`config.mk`:
```
export PLATFORM = sky130hd
export DESIGN_NAME = pmc_ctrl
export DESIGN_NICKNAME = d
export VERILOG_FILES = /design/src/rtl/pmc_pkg.sv /design/src/rtl/pmc_cfg_regs.sv /design/src/rtl/pmc_lock_timer.sv /design/src/rtl/pmc_mode_fsm.sv /design/src/rtl/pmc_clk_gate.sv /design/src/rtl/pmc_ctrl.sv
export SDC_FILE = /design/constraint.sdc
export NUM_CORES = 1
export LEC_CHECK = 0
export BUFFER_PORTS_ARGS = -buffer_cell sky130_fd_sc_hd__buf_2
export CAP_MARGIN = 20
export CORE_AREA = 2 2 90 49
export CTS_BUF_LIST = sky130_fd_sc_hd__clkbuf_4 sky130_fd_sc_hd__clkbuf_8
export CTS_CLUSTER_SIZE = 10
export DETAILED_ROUTE_END_ITERATION = 12
export DIE_AREA = 0 0 92 51
export HOLD_SLACK_MARGIN = 0.15
export PLACE_DENSITY = 0.73
export SYNTH_ARGS = -nofsm -noshare
export SYNTH_HDL_FRONTEND = slang
export SYNTH_SLANG_ARGS = --single-unit
```
`constraint.sdc`:
```
create_clock -name clk -period 2.6 [get_ports clk]
set_input_delay 0.52 -clock clk [delete_from_list [all_inputs] [get_ports clk]]
set_output_delay 0.52 -clock clk [all_outputs]
set_load 0.01 [all_outputs]
```
`src/rtl/pmc_pkg.sv`:
```
package pmc_pkg;
  typedef enum logic [1:0] {
    M_RUN  = 2'd0,
    M_WAIT = 2'd1,
    M_STOP = 2'd2,
    M_PDN  = 2'd3
  } pmc_mode_e;

  localparam int STEP_W = 3;
  localparam logic [STEP_W-1:0] STEP_PLL    = 3'd0;
  localparam logic [STEP_W-1:0] STEP_RELAX  = 3'd1;
  localparam logic [STEP_W-1:0] STEP_PLLOFF = 3'd2;
  localparam logic [STEP_W-1:0] STEP_OSCSB  = 3'd3;
  localparam logic [STEP_W-1:0] STEP_STBY   = 3'd4;
  localparam logic [STEP_W-1:0] STEP_PDN    = 3'd5;
endpackage

```
`src/rtl/pmc_cfg_regs.sv`:
```
module pmc_cfg_regs
  import pmc_pkg::*;
#(
  parameter int NPER = 5
) (
  input  logic              clk,
  input  logic              rst_n,
  input  logic              clr,
  input  logic              wr_ok,
  input  logic [STEP_W-1:0] wr_step,
  input  logic [NPER-1:0]   wr_keep,
  output logic [STEP_W-1:0] step_q,
  output logic [STEP_W-1:0] step_d,
  output logic [NPER-1:0]   keep_q
);
  logic [NPER-1:0] keep_d;
  logic            step_legal;

  // one rung at a time, never past the power-down rung
  always_comb begin
    step_legal = (wr_step <= STEP_PDN) &&
                 ((wr_step == step_q) ||
                  (wr_step == step_q + 3'd1) ||
                  (wr_step + 3'd1 == step_q));
  end

  always_comb begin
    step_d = step_q;
    keep_d = keep_q;
    if (clr) begin
      step_d = STEP_PLL;
      keep_d = '0;
    end else if (wr_ok) begin
      keep_d = wr_keep;
      if (step_legal) step_d = wr_step;
    end
  end

  always_ff @(posedge clk or negedge rst_n) begin
    if (!rst_n) begin
      step_q <= STEP_PLL;
      keep_q <= '0;
    end else begin
      step_q <= step_d;
      keep_q <= keep_d;
    end
  end
endmodule

```
`src/rtl/pmc_lock_timer.sv`:
```
module pmc_lock_timer #(
  parameter int LOCK_W = 8
) (
  input  logic              clk,
  input  logic              rst_n,
  input  logic              clr,
  input  logic              pll_on,
  input  logic [LOCK_W-1:0] lock_tc,
  output logic              lock_done
);
  logic [LOCK_W-1:0] cnt_q;
  logic [LOCK_W-1:0] cnt_d;
  logic              cnt_en;

  assign lock_done = (cnt_q >= lock_tc);
  assign cnt_en    = pll_on && !lock_done;

  always_comb begin
    cnt_d = cnt_q;
    if (clr || !pll_on) cnt_d = '0;
    else if (cnt_en)    cnt_d = cnt_q + 1'b1;
  end

  always_ff @(posedge clk or negedge rst_n) begin
    if (!rst_n) cnt_q <= '0;
    else        cnt_q <= cnt_d;
  end
endmodule

```
`src/rtl/pmc_mode_fsm.sv`:
```
module pmc_mode_fsm
  import pmc_pkg::*;
(
  input  logic      clk,
  input  logic      rst_n,
  input  logic      clr,
  input  logic      wait_stb,
  input  logic      stop_stb,
  input  logic      wake_wait,
  input  logic      wake_stop,
  input  logic      pdn_go,
  output pmc_mode_e mode_q
);
  pmc_mode_e mode_d;

  always_comb begin
    mode_d = mode_q;
    if (clr) begin
      mode_d = M_RUN;
    end else begin
      unique case (mode_q)
        M_RUN: begin
          if (pdn_go)        mode_d = M_PDN;
          else if (stop_stb) mode_d = M_STOP;
          else if (wait_stb) mode_d = M_WAIT;
        end
        M_WAIT:  if (wake_wait) mode_d = M_RUN;
        M_STOP:  if (wake_stop) mode_d = M_RUN;
        default: mode_d = M_PDN;
      endcase
    end
  end

  always_ff @(posedge clk or negedge rst_n) begin
    if (!rst_n) mode_q <= M_RUN;
    else        mode_q <= mode_d;
  end
endmodule

```
`src/rtl/pmc_clk_gate.sv`:
```
module pmc_clk_gate
  import pmc_pkg::*;
#(
  parameter int NPER = 5
) (
  input  pmc_mode_e         mode,
  input  logic [NPER-1:0]   keep,
  input  logic [STEP_W-1:0] step,
  input  logic              lock_done,
  input  logic              pll_locked,
  output logic              core_en,
  output logic [NPER-1:0]   per_en,
  output logic              hs_en,
  output logic              sel_pll,
  output logic              relax,
  output logic              pll_pd,
  output logic              osc_sb,
  output logic              reg_sb,
  output logic              osc_pd,
  output logic              stby
);
  logic run_or_wait;

  assign run_or_wait = (mode == M_RUN) || (mode == M_WAIT);
  assign core_en     = (mode == M_RUN);
  assign sel_pll     = (step == STEP_PLL) && lock_done && pll_locked;
  assign hs_en       = run_or_wait && sel_pll;

  genvar g;
  generate
    for (g = 0; g < NPER; g++) begin : g_per
      assign per_en[g] = run_or_wait || ((mode == M_STOP) && keep[g]);
    end
  endgenerate

  assign relax  = (step >= STEP_RELAX);
  assign pll_pd = (step >= STEP_PLLOFF);
  assign osc_sb = (step >= STEP_OSCSB);
  assign reg_sb = (step >= STEP_STBY);
  assign osc_pd = (step == STEP_PDN);
  assign stby   = (step == STEP_STBY);
endmodule

```
`src/rtl/pmc_ctrl.sv`:
```
module pmc_ctrl
  import pmc_pkg::*;
#(
  parameter int NUM_TMR = 4,
  parameter int LOCK_W  = 8,
  localparam int NPER   = NUM_TMR + 1
) (
  input  logic              clk,
  input  logic              rst_n,
  input  logic              soft_rst,
  input  logic              wdog_rst,
  input  logic              wait_stb,
  input  logic              stop_stb,
  input  logic [NPER-1:0]   per_irq,
  input  logic              lvi_irq,
  input  logic              dbg_req,
  input  logic              cfg_wr,
  input  logic [2:0]        cfg_step,
  input  logic [NPER-1:0]   cfg_stop_keep,
  input  logic [LOCK_W-1:0] lock_tc,
  input  logic              pll_locked,
  output logic [1:0]        mode_o,
  output logic              core_clk_en,
  output logic [NPER-1:0]   per_clk_en,
  output logic              hs_per_clk_en,
  output logic              clk_sel_pll,
  output logic              relax_sel_o,
  output logic              pll_pd_o,
  output logic              osc_stby_o,
  output logic              reg_stby_o,
  output logic              osc_pd_o,
  output logic              standby_o
);
  pmc_mode_e         mode_q;
  logic [STEP_W-1:0] step_q;
  logic [STEP_W-1:0] step_d;
  logic [NPER-1:0]   keep_q;
  logic              sync_clr;
  logic              wr_ok;
  logic              wake_wait;
  logic              wake_stop;
  logic              lock_done;
  logic              pll_on;

  // the soft and watchdog resets need live logic; in power-down nothing is clocked for them
  assign sync_clr  = (soft_rst || wdog_rst) && (mode_q != M_PDN);
  assign wr_ok     = cfg_wr && (mode_q == M_RUN);
  assign wake_wait = (|per_irq) || lvi_irq || dbg_req;
  assign wake_stop = (|(per_irq & keep_q)) || lvi_irq || dbg_req;
  assign pll_on    = (step_q <= STEP_RELAX);

  pmc_cfg_regs #(.NPER(NPER)) u_regs (
    .clk     (clk),
    .rst_n   (rst_n),
    .clr     (sync_clr),
    .wr_ok   (wr_ok),
    .wr_step (cfg_step),
    .wr_keep (cfg_stop_keep),
    .step_q  (step_q),
    .step_d  (step_d),
    .keep_q  (keep_q)
  );

  pmc_lock_timer #(.LOCK_W(LOCK_W)) u_lock (
    .clk       (clk),
    .rst_n     (rst_n),
    .clr       (sync_clr),
    .pll_on    (pll_on),
    .lock_tc   (lock_tc),
    .lock_done (lock_done)
  );

  pmc_mode_fsm u_fsm (
    .clk       (clk),
    .rst_n     (rst_n),
    .clr       (sync_clr),
    .wait_stb  (wait_stb),
    .stop_stb  (stop_stb),
    .wake_wait (wake_wait),
    .wake_stop (wake_stop),
    .pdn_go    (step_d == STEP_PDN),
    .mode_q    (mode_q)
  );

  pmc_clk_gate #(.NPER(NPER)) u_gate (
    .mode       (mode_q),
    .keep       (keep_q),
    .step       (step_q),
    .lock_done  (lock_done),
    .pll_locked (pll_locked),
    .core_en    (core_clk_en),
    .per_en     (per_clk_en),
    .hs_en      (hs_per_clk_en),
    .sel_pll    (clk_sel_pll),
    .relax      (relax_sel_o),
    .pll_pd     (pll_pd_o),
    .osc_sb     (osc_stby_o),
    .reg_sb     (reg_stby_o),
    .osc_pd     (osc_pd_o),
    .stby       (standby_o)
  );

  assign mode_o = mode_q;
endmodule

```
==> Word level (Yosys, flattened, before mapping) <==
Index checks and enable logic that the tools add are counted.
{ "word_totals": {"regBits": 18, "output_inout_bits": 16, "elab_cells": 76} }
{ "op_classes": {"n_addsub": 3, "n_lt_le_gt_ge": 7, "eq_ne": 12, "n_mux": 14, "n_bitwise": 1, "n_reduce_logical": 35} }
{ "ops": {"columns": ["op", "n"], "rows": [
  ["8-bit two-way mux", 2],
  ["1-bit logical OR", 14],
  ["1-bit logical AND", 12],
  ["2-bit two-way mux", 6],
  ["5-bit two-way mux", 2],
  ["5-bit OR reduction", 2],
  ["3-bit equality test", 3],
  ["3-bit equality test, second input constant", 3],
  ["3-bit two-way mux", 3],
  ["8-bit by 1-bit adder with 8-bit output, second input constant", 1],
  ["8-bit greater-or-equal comparator", 1],
  ["3-bit by 1-bit adder with 3-bit output, second input constant", 2],
  ["3-bit by 2-bit greater-or-equal comparator with 1-bit output, second input constant", 2],
  ["3-bit by 2-bit != test with 1-bit output, second input constant", 2],
  ["2-bit one-hot mux with 3 select lines", 1],
  ["5-bit bitwise AND", 1],
  ["5-bit by 3-bit != test with 1-bit output, second input constant", 1],
  ["2-bit nonzero test", 2],
  ["3-bit by 1-bit greater-or-equal comparator with 1-bit output, second input constant", 1],
  ["3-bit greater-or-equal comparator, second input constant", 1],
  ["3-bit by 1-bit <= comparator with 1-bit output, second input constant", 1],
  ["3-bit <= comparator, second input constant", 1],
  ["3-bit zero test", 1],
  ["3-bit AND reduction", 1],
  ["other kinds (5)", 6]
]} }

==> Depth between registers and ports, before layout <==
Gate-level depths: netlist of the first run.
{ "logic_depth": {"depth_word": 12, "mapped_depth": 10, "depth_no_buf": 9} }

==> By module <==
From an unflattened synthesis of the first run, not the netlist that was laid out.
{ "hier_totals": {"hier_cells": 170, "hier_area_um2": 1526.5} }
{ "modules_own_cells": {"columns": ["mod", "instances", "cells_each", "area_each_um2", "seq_area_each_um2"], "rows": [
  ["pmc_lock_timer", 1, 68, 604.3, 200.2],
  ["pmc_cfg_regs", 1, 47, 536.8, 200.2],
  ["pmc_mode_fsm", 1, 21, 202.7, 50.0],
  ["pmc_clk_gate", 1, 21, 112.6, 0.0],
  ["pmc_ctrl", 1, 13, 70.1, 0.0]
]} }

==> Worst setup path before layout of the first run <==
No wires, ideal clock.
{ "synth_path": {"path_kind": "reg2reg", "from": "register u_regs.step_q[0]", "to": "register u_fsm.mode_q[0]", "arrival_ns": 2.232, "setup_slack_ns": 0.247, "path_stages_with_launch": 10, "period_less_slack_ns": 2.353, "cell_sequence": "dfrtp_1 -> ha_1 -> ha_1 -> xor2_1 -> a32oi_1 -> or4_1 -> o21ai_2 -> or4_4 -> a41o_1 -> a22o_1"} }
{ "synth_via": {"elab_chain_len": 12, "elab_cells_between_ends": 16, "cone_classes": "add/sub (1); eq/ne (5); mux (6); reduce/logical (4)"} }
{ "synth_rtl": {"columns": ["element", "line_no", "rtl"], "rows": [
  ["from (decl)", "pmc_cfg_regs.sv:12", "output logic [STEP_W-1:0] step_q,"],
  ["from (signal assigned)", "pmc_cfg_regs.sv:44", "step_q <= step_d;"],
  ["3-bit by 1-bit adder with 3-bit output", "pmc_cfg_regs.sv:23", "(wr_step == step_q + 3'd1) ||"],
  ["3-bit equality test", "pmc_cfg_regs.sv:23", null],
  ["1-bit logical OR", "pmc_cfg_regs.sv:22", "((wr_step == step_q) ||"],
  ["1-bit logical OR", "pmc_cfg_regs.sv:23", null],
  ["1-bit logical AND", "pmc_cfg_regs.sv:21", "step_legal = (wr_step <= STEP_PDN) &&"],
  ["3-bit two-way mux", "pmc_cfg_regs.sv:35", "if (step_legal) step_d = wr_step;"],
  ["3-bit two-way mux (*)", "pmc_cfg_regs.sv:33", "end else if (wr_ok) begin"],
  ["3-bit two-way mux (*)", "pmc_cfg_regs.sv:30", "if (clr) begin"],
  ["3-bit equality test (*)", "pmc_ctrl.sv:81", ".pdn_go (step_d == STEP_PDN),"],
  ["2-bit two-way mux", "pmc_mode_fsm.sv:23", "if (pdn_go) mode_d = M_PDN;"],
  ["2-bit one-hot mux with 3 select lines", "pmc_mode_fsm.sv:21", "unique case (mode_q)"],
  ["2-bit two-way mux", "pmc_mode_fsm.sv:18", "if (clr) begin"],
  ["to (signal assigned)", "pmc_mode_fsm.sv:36", "else mode_q <= mode_d;"],
  ["to (decl)", "pmc_mode_fsm.sv:12", "output pmc_mode_e mode_q"]
]} }
Mark *: on every way between the ends. The rest lies on a longest branch, timed or not.
A chain may end at the register's enable or synchronous reset.

==> Final worst setup path of the first run <==
{ "layout_path": {"from": "register u_regs.step_q[0]", "to": "register u_fsm.mode_q[1]"} }
The elaborated chain is that of the path after synthesis.

==> impl_metrics.toml, run 1 <==
[placed_design]
routabilityCongestion = 0.909
postPlaceCellArea_sq_um = 1860
dp_slack_ns = 0.00780
numPortBuffers = 46
dpl.hpwl_um = 3200

[critical_path]
endpoint_kind = "flip-flop"
cp_max_fo = 6
critPathKind = "reg -> reg"
arrival_ns = 2.63
crit_top_cell = "ha_1"
cp.required_ns = 2.74
critPathLaunchType = "flip-flop"
cp_cell_sequence = "ha_1 -> ha_1 -> xor2_1 -> a32oi_1 -> or4_1 -> o21ai_2 -> or4_4 -> a41o_1 -> a22o_1"
r2r_cells = 9
cpPeakStageDelay_ns = 0.47
cp_slowest_cell = "dfrtp_1"

[cells_and_area]
drive_gt1_share_pct = 29.6
final_util_pct = 48.2
area_growth_pct = 28.1
nets = 291
design_area_sq_um = 1950
diodes = 0

[sta]
hold_viol = 0
fin_worst_skew_ns = 0.00541
drv_slew = 0
hold_ws_ns = 0.182
maxSlewHeadroom_pct = 65.0
fmax_mhz = 401
setup_viol = 0
fin_tns_setup_ns = 0
period_needed_ns = 2.49
tightest_slew_ns = 0.524
finalCritPeriodShare_pct = 95.8
worst_slack_ns = 0.109

[clock_network]
htree_levels = 1
cts_buffer_depth = 2
clk_pin_slew_ns = 0.07
cts_hold_buf = 0
cts_tree = "built"
cts-root-buf = "clkbuf_8"
cts_made_buffers = 3
cts.sinks = 18
clk_latency_ns = 0.25

[drt]
drt-wirelength-per-cell_um = 13.2
drtIter0Drc = 105
postRouteAntennaNets = 0
wirelength_um = 3910
drtPass1Iterations = 4
drc_errors = 0
vias = 1477
viasPerCell = 4.97

[global_route]
antenna_found_initial = 0
grtUsageTotal_pct = 17.8
grt_pass1_vias = 1404
grt_overflow = 0
grt_pass1_wl_um = 6730
grt_max_degree = 19

[logic_synthesis]
synth_top_flop_cell = "dfrtp_1"
synth.area.top_cells = "dfrtp_1 30%, ha_1 16%, nand2_1 7.2%, a21oi_1 4.3%, inv_1 4.2%"
synthAdderAreaFrac_pct = 15.6
synth_top_area_share_pct = 29.6
async_flop_share_pct = 100
synth_top_family_by_area = "simple AND/OR/NAND/NOR gates"
synth_xor_xnor_area_share_pct = 5.10
syn-cell-area_sq_um = 1520
ys_types = 44
synthCells = 186
yosys.area_share.simple_pct = 25.8
synth_nets = 236
synth_edf_count = 0
synth.avg_cell_area_sq_um = 8.18
synth.area.mux_share_pct = 1.97
yosys.area.top_type = "dfrtp_1"
seq_area_frac_synth_pct = 29.6
yosysWarnings = 0
synth_compound_area_share_pct = 15.4
synth-seq-cells = 18

[floorplan]
die-area_sq_um = 4690
coreArea_sq_um = 4040
ioPinCount = 47
fp.dieH_um = 51
row_count = 17
start_util_pct = 37.6
dieWidth_um = 92

[power]
leakage_nw = 0.979
p_per_area_nw_per_um2 = 374
ir_worst_vdd_mv = 0.267

[status]
status = "completed"

[flow_run]
drv_cap = 0

[worst_hold_path]
hp-class = "in -> async"
==> worst paths after layout <==
check,slack (ns),from,to
hold / removal,0.18,rst_n,u_lock.cnt_q[2]
max in group asynchronous,2.13,rst_n,u_fsm.mode_q[0]
setup / recovery,0.11,u_regs.step_q[0],u_fsm.mode_q[1]
setup reg to reg,0.11,u_regs.step_q[0],u_fsm.mode_q[1]
hold reg to reg,0.56,u_regs.keep_q[4],u_regs.keep_q[4]
min in group clk,0.51,cfg_stop_keep[3],u_regs.keep_q[3]
==> repair_timing <==
item	4_1_cts	5_1_grt
resized for setup	1	5
setup buffers	0	1
setup endpoints to repair	2	2
==> critical path: cells and delay by family (launching register included) <==
kind / cells / cell delay (ns)
DFF: 1 / 0.47
AOI/OAI and AO/OA: 4 / 0.64
and+or+nand+nor: 2 / 0.60
xor gates and xnor gates: 1 / 0.15
adders and majority gates: 2 / 0.52
==> state kept, by name (all words and copies together), names as in the netlist <==
name / count
u_regs.keep_q: 5
u_regs.step_q: 3
u_fsm.mode_q: 2
u_lock.cnt_q: 8
==> placed cells by master (no fill, tap or decap), drive strengths merged <==
master and instances:
and2b 2, or2 1, buf 56, or3 7, and4 1, a21boi 1
nor2b 1, nor3b 2, dfrtp 18, a41o 1, a31oi 1, a21o 1
mux2i 3, a32oi 1, a2111oi 2, clkbuf 4, xor2 4, nor2 13
or4 2, ha 19, xnor2 4, a21oi 13, and3 1, o21ai 11
nand2 29, o22ai 2, nor3 3, and2 5, inv 17, nand2b 1
a22o 2, nand3 5, nor4 2, a22oi 3, nand4 2
==> metal layers <==
metal,up-vias,track usage [%],share of wire [%]
met5,-,0,0
met4,0,0.746,0.26
met3,2,4.42,7.7
met2,51,26.2,39
met1,673,27.5,53
li1,751,-,-
==> cells in the mapped netlist, types with 2 or more instances <==
library cell   n
a21oi_1       13
nor3_1         3
mux2i_1        3
o22ai_1        2
and2b_1        2
xor2_1         3
a22o_1         2
a2111oi_0      2
o21ai_0        3
inv_1         17
nand3_1        4
dfrtp_1       18
a22oi_1        3
clkbuf_1       3
ha_1          19
nor2_1        13
o21ai_1        7
nand4_1        2
and2_1         5
nor4_1         2
or3_1          6
nand2_1       29
xnor2_1        4
==> final cells by class <==
type / instances / area, sq um
Timing Repair Buffer: 56 / 305
Clock buffer: 4 / 55.1
Multi-Input combinational cell: 145 / 1000
Fill cell: 410 / 2090
Sequential cell: 18 / 450
Inverter: 17 / 63.8
Tap cell: 57 / 71.3
==> power by group <==
| group | leakage (nW) | internal [W] | total, W | switching (W) |
|---|---|---|---|---|
| sequential | 0.248 | 0.000289 | 0.000300 | 0.0000110 |
| clock | 0.0288 | 0.000134 | 0.000224 | 0.0000899 |
| combinational | 0.702 | 0.0000895 | 0.000206 | 0.000116 |
==> metrics by stage <==
stage / std cells / power, W
after global routing: 297 / 0.000776
after floorplan: 186 / 0.000419
after detailed placement: 292 / 0.000506
after global placement: 292 / 0.000501
after CTS: 296 / 0.000730
final: 297 / 0.000730
==> cell families (layout without fill, tap and decap cells) <==
family,after synthesis,in the layout
adder cells (fa/ha/maj),19,19
multiplexers,3,3
XOR/XNOR,8,8
AND/OR/NAND/NOR,77,77
buffers and inverters,23,77
AO/OA/AOI/OAI,38,38
flip-flops,18,18
No activity file was read; power rests on OpenSTA's default activity.
==> run 2: changes to the inputs <==
--- a/config.mk
+++ b/config.mk
@@ -5,13 +5,14 @@
 export SDC_FILE = /design/constraint.sdc
 export NUM_CORES = 1
 export LEC_CHECK = 0
+export ABC_AREA = 1
 export BUFFER_PORTS_ARGS = -buffer_cell sky130_fd_sc_hd__buf_2
 export CAP_MARGIN = 20
-export CORE_AREA = 2 2 90 49
+export CORE_AREA = 2 2 93 50
 export CTS_BUF_LIST = sky130_fd_sc_hd__clkbuf_4 sky130_fd_sc_hd__clkbuf_8
 export CTS_CLUSTER_SIZE = 10
 export DETAILED_ROUTE_END_ITERATION = 12
-export DIE_AREA = 0 0 92 51
+export DIE_AREA = 0 0 95 52
 export HOLD_SLACK_MARGIN = 0.15
 export PLACE_DENSITY = 0.73
 export SYNTH_ARGS = -nofsm -noshare
==> run 2 against run 1 <==
  * Via count rose by 9.1%
  * Routed wire length fell by 0.41%
  * First-iteration DRC count is 0.95% higher
  * Critical endpoint is now hs_per_clk_en
  * Count of clock-buffer cells in the layout decreased by 1
  * Combinational power grew 13%
  * Die area increased by 5.3%
  * Global-route usage shrank 1.1 points
  * Core utilization down 1.6 points
  * Area after synthesis is 6.8% higher
  * Critical path depth fell by 1
  * Clock skew decreased by 0.0019 ns
  * Cell count rose by 12%
==> impl_metrics.toml, run 2 <==
[logic_synthesis]
synth_top_family_by_area = "simple AND/OR/NAND/NOR gates"
yosys.area_share.simple_pct = 29.6
synth_compound_area_share_pct = 13.9
synth_nets = 279
synthCells = 229
async_flop_share_pct = 100
yosysWarnings = 0
synthAdderAreaFrac_pct = 14.6
synth.avg_cell_area_sq_um = 7.10
ys_top_cells_by_count = "45 x inv_1, 42 x nand2_1, 19 x ha_1"
synth-seq-cells = 18
seq_area_frac_synth_pct = 27.7
synth_top_area_share_pct = 27.7
ys_types = 31
synth.area.top_cells = "dfrtp_1 28%, ha_1 15%, inv_1 10%, nand2_1 9.7%, o21ai_0 5.5%"
synth_top_flop_cell = "dfrtp_1"
syn-cell-area_sq_um = 1630
synth_edf_count = 0
synth.area.mux_share_pct = 0
yosys.area.top_type = "dfrtp_1"
yosys.cell_count.top_type = "inv_1"
synth_xor_xnor_area_share_pct = 1.08

[drt]
viasPerCell = 4.84
wirelength_um = 3900
vias = 1611
drt-wirelength-per-cell_um = 11.7
drtPass1Iterations = 4
drtIter0Drc = 106
drc_errors = 0
postRouteAntennaNets = 0

[clock_network]
htree_levels = 1
clk_pin_slew_ns = 0.06
cts_hold_buf = 0
cts.sinks = 18
cts_buffer_depth = 2
clk_latency_ns = 0.25
cts_tree = "built"
cts_setup_buffers = 0
cts_made_buffers = 3
cts_resized = 0
cts-root-buf = "clkbuf_8"

[global_route]
antenna_found_initial = 0
grt_pass1_wl_um = 6310
grtUsageTotal_pct = 16.7
grt_overflow = 0
grt_pass1_vias = 1401
grt_max_degree = 19

[sta]
fmax_mhz = 428
rsz0062_at_grt = "false"
finalCritPeriodShare_pct = 89.8
drv_slew = 0
fin_worst_skew_ns = 0.00348
hold_viol = 0
tightest_slew_ns = 0.740
maxSlewHeadroom_pct = 50.5
setup_viol = 0
fin_tns_setup_ns = 0
period_needed_ns = 2.33

[floorplan]
row_count = 17
start_util_pct = 38.8
fp.dieH_um = 52
die-area_sq_um = 4940
coreArea_sq_um = 4190
dieWidth_um = 95
ioPinCount = 47

[power]
total_power_w = 0.000727
ir_worst_vdd_mv = 0.192
p_per_area_nw_per_um2 = 372
leakage_nw = 1.10

[cells_and_area]
design_area_sq_um = 1960
largest_reg_flops = 8
layout_commonest_cell = "buf_2"
diodes = 0
top_regs = "u_lock.cnt_q (8), u_regs.keep_q (5), u_regs.step_q (3)"
largest-register = "u_lock.cnt_q"
drive_gt1_share_pct = 27.9
area_growth_pct = 20.3
final_cell_mix = "46 x buf_2, 45 x inv_1, 42 x nand2_1, 19 x ha_1"
nets = 328

[placed_design]
postPlaceCellArea_sq_um = 1910
dpl.hpwl_um = 3210
routabilityCongestion = 0.822
numPortBuffers = 46

[critical_path]
critPathKind = "reg -> out"
cp_max_fo = 3
critPathLaunchType = "flip-flop"
arrival_ns = 1.81
endpoint_kind = "output port"
cp.required_ns = 2.08

[flow_run]
drv_cap = 0

[status]
status = "completed"

[worst_hold_path]
hp-class = "in -> async"
-- run 2: area by class of cell --
cell class,count,area (sq um)
inverter,51,194
multi-input combinational,157,961
clock buffer,3,41.3
tap,57,71.3
fill,423,2230
sequential,18,450
timing repair buffer,47,238
-- run 2: critical path, stage by stage, from the launching register on --
cell and delay, ns:
dfrtp_1 0.41, ha_1 0.29, nand2_1 0.07, nor2_1 0.16, nand4_1 0.11, nand3_1 0.14, nand4_1 0.14, nor2_1 0.12
buf_2 0.13
-- run 2: where the power goes --
part / switching, W / total (W) / internal [W]
logic: 0.000145 / 0.000232 / 0.0000873
clock network: 0.0000858 / 0.000189 / 0.000103
registers: 0.0000136 / 0.000307 / 0.000293
-- run 2: path summary, 6_finish.rpt --
kind,from,end,slack (ns),depth (start not counted)
setup / recovery,u_lock.cnt_q[6],hs_per_clk_en,0.27,8
hold / removal,rst_n,u_lock.cnt_q[3],0.20,1
setup reg to reg,u_fsm.mode_q[1],u_fsm.mode_q[0],0.38,11
hold reg to reg,u_lock.cnt_q[7],u_lock.cnt_q[7],0.56,2
max in group asynchronous,rst_n,u_regs.keep_q[4],2.11,1
min in group clk,cfg_stop_keep[2],u_regs.keep_q[2],0.50,3
-- run 2: stage by stage --
step                setup slack [ns]  utilization, %  hold WS (ns)  instances
finish                         0.266            46.7         0.197        333
global route                   0.145            46.7         0.219        333
CTS                            0.262            46.7         0.198        333
detailed placement             0.306            45.7         0.470        330
global placement               0.330            45.7         0.480        330
floorplan                      0.512               -         0.224        229
-- run 2: routing by layer --
layer | share of wire (%) | global-route usage (%)
met1 | 54 | 25.3
met2 | 41 | 24.6
met3 | 5.4 | 3.62
met4 | 0.44 | 2.42
met5 | 0 | 0
-- run 2: cells by family after synthesis --
family,Yosys count
AOI/OAI and AO/OA,41
xor gates and xnor gates,2
adders and majority gates,19
buffers and inverters,54
DFF,18
and+or+nand+nor,95
==> run 3: changes to the inputs <==
==> constraint.sdc (replaced) <==
create_clock -name clk -period 2.6 [get_ports clk]
set_input_delay 0.52 -clock clk [delete_from_list [all_inputs] [get_ports clk]]
set_output_delay 0.52 -clock clk [all_outputs]
set_load 0.1 [all_outputs]
==> run 3 against run 2 <==
  * Clock power rose by 21%
  * Cell count is 0.60% higher
  * Clock skew down 0.00093 ns
  * Count of clock-buffer cells in the layout is 1 higher
  * Sequential power is essentially flat
  * Maximum frequency shrank 3.7%
  * Setup slack worse by 0.090 ns
  * Worst hold slack got worse by 0.013 ns
  * Power is 32% higher
  * Highest routed layer unchanged
==> impl_metrics.toml, run 3 (synthesized netlist as in run 2, its figures left out) <==
[floorplan]
die-area_sq_um = 4940
row_count = 17
dieWidth_um = 95
start_util_pct = 38.8
ioPinCount = 47
coreArea_sq_um = 4190
fp.dieH_um = 52

[cells_and_area]
design_area_sq_um = 2040
multi_input_area_sq_um = 992
diodes = 0
final_cell_mix = "45 x inv_1, 44 x buf_2, 42 x nand2_1, 18 x ha_1, 17 x a21oi_1"
drive_gt1_share_pct = 32.0
largest-register = "u_lock.cnt_q"
fillers = 420
nets = 329
area_growth_pct = 25.6
layout_commonest_cell = "inv_1"
largest_reg_flops = 8
top_regs = "u_lock.cnt_q (8), u_regs.keep_q (5), u_regs.step_q (3)"
seqCellArea_sq_um = 453

[drt]
wirelength_met1_um = 1990
drtIter0Drc = 47
drtPass1Iterations = 4
wirelength_um = 3720
wl_met3_um = 183
wl_met2_um = 1530
postRouteAntennaNets = 0
routed.top_layer = "met4"
drt-wirelength-per-cell_um = 11.1
viasPerCell = 4.68
vias = 1568
drc_errors = 0

[worst_hold_path]
hp-class = "in -> async"

[clock_network]
cts_hold_buf = 0
cts_tree = "built"
cts_setup_buffers = 0
cts_made_buffers = 3
clk_latency_ns = 0.25
cts_buffer_depth = 2
htree_levels = 1
cts-root-buf = "clkbuf_8"
clk_pin_slew_ns = 0.07
cts.sinks = 18
cts_resized = 0

[sta]
finalCritPeriodShare_pct = 93.3
tightest_slew_ns = 0.742
maxSlewHeadroom_pct = 50.4
worst_slack_ns = 0.175
hold_viol = 0
fin_tns_setup_ns = 0
period_needed_ns = 2.42
fin_worst_skew_ns = 0.00255
fmax_mhz = 412
drv_slew = 0
rsz0062_at_grt = "false"
setup_viol = 0

[critical_path]
arrival_ns = 1.90
cp.required_ns = 2.08
cp_max_fo = 3
reg2reg_from = "u_fsm.mode_q[0]"
r2r_cells = 11
critPathKind = "reg -> out"
r2r_setup_slack_ns = 0.50
reg2reg_to = "u_fsm.mode_q[0]"
critPathLaunchType = "flip-flop"
endpoint_kind = "output port"

[global_route]
grt_max_degree = 19
grtUsageTotal_pct = 16.1
grt_overflow = 0
antenna_found_initial = 0
grt_pass1_wl_um = 6140
grt_pass1_vias = 1367

[placed_design]
routabilityCongestion = 0.785
numPortBuffers = 46
dpl.hpwl_um = 3110
postPlaceCellArea_sq_um = 1990
dp_slack_ns = 0.190

[power]
p_per_area_nw_per_um2 = 471
ir_worst_vdd_mv = 0.216
leakage_nw = 1.12

[status]
status = "completed"

[flow_run]
drv_cap = 0
==> run 3: how the worst max path moves through the flow <==
| stage | startpoint | slack, ns | end |
|---|---|---|---|
| 2_1_floorplan | lock_tc[7] | 0.0006 | clk_sel_pll |
| 3_3_place_gp | lock_tc[7] | 0.21 | hs_per_clk_en |
| 3_5_place_dp | lock_tc[7] | 0.19 | hs_per_clk_en |
| 4_1_cts | u_lock.cnt_q[7] | 0.14 | hs_per_clk_en |
| 5_1_grt | u_lock.cnt_q[7] | 0.005 | hs_per_clk_en |
| 6_report | u_lock.cnt_q[7] | 0.18 | clk_sel_pll |
==> run 3: report_power, final <==
part	switching (W)	total, W	internal (W)
clock network	0.0000944	0.000229	0.000135
registers	0.0000126	0.000306	0.000294
logic	0.000332	0.000426	0.0000943
total	0.000439	0.000961	0.000523
==> run 3: worst max-delay path, stage by stage, from the launching register on <==
cell     delay (ns)
dfrtp_1        0.40
ha_1           0.30
nand2_1        0.08
nor2_1         0.16
nand4_1        0.09
nand3_1        0.14
nand4_1        0.16
inv_1          0.14
buf_12         0.18
==> run 3: metrics by stage <==
stage	std cells	hold slack [ns]	util (%)	total power (W)
4_1_cts	335	0.201	48.7	0.000968
5_1_grt	335	0.216	48.7	0.00101
3_5_place_dp	331	0.475	47.4	0.000739
3_3_place_gp	331	0.471	47.4	0.000734
6_report	335	0.184	48.7	0.000961
2_1_floorplan	229	0.224	-	0.000651
==> run 3: final cells by class <==
type | instances | area share (%)
Inverter | 51 | 9.50
Tap cell | 57 | 3.49
Clock buffer | 4 | 2.70
Multi-Input combinational cell | 157 | 48.6
Timing Repair Buffer | 48 | 13.5
Sequential cell | 18 | 22.2
==> run 3: layer usage <==
| metal | track usage (%) | up-vias |
|---|---|---|
| li1 | - | 824 |
| met2 | 24.3 | 32 |
| met1 | 23.5 | 710 |
| met3 | 3.91 | 2 |
| met4 | 2.90 | 0 |
| met5 | 0 | - |
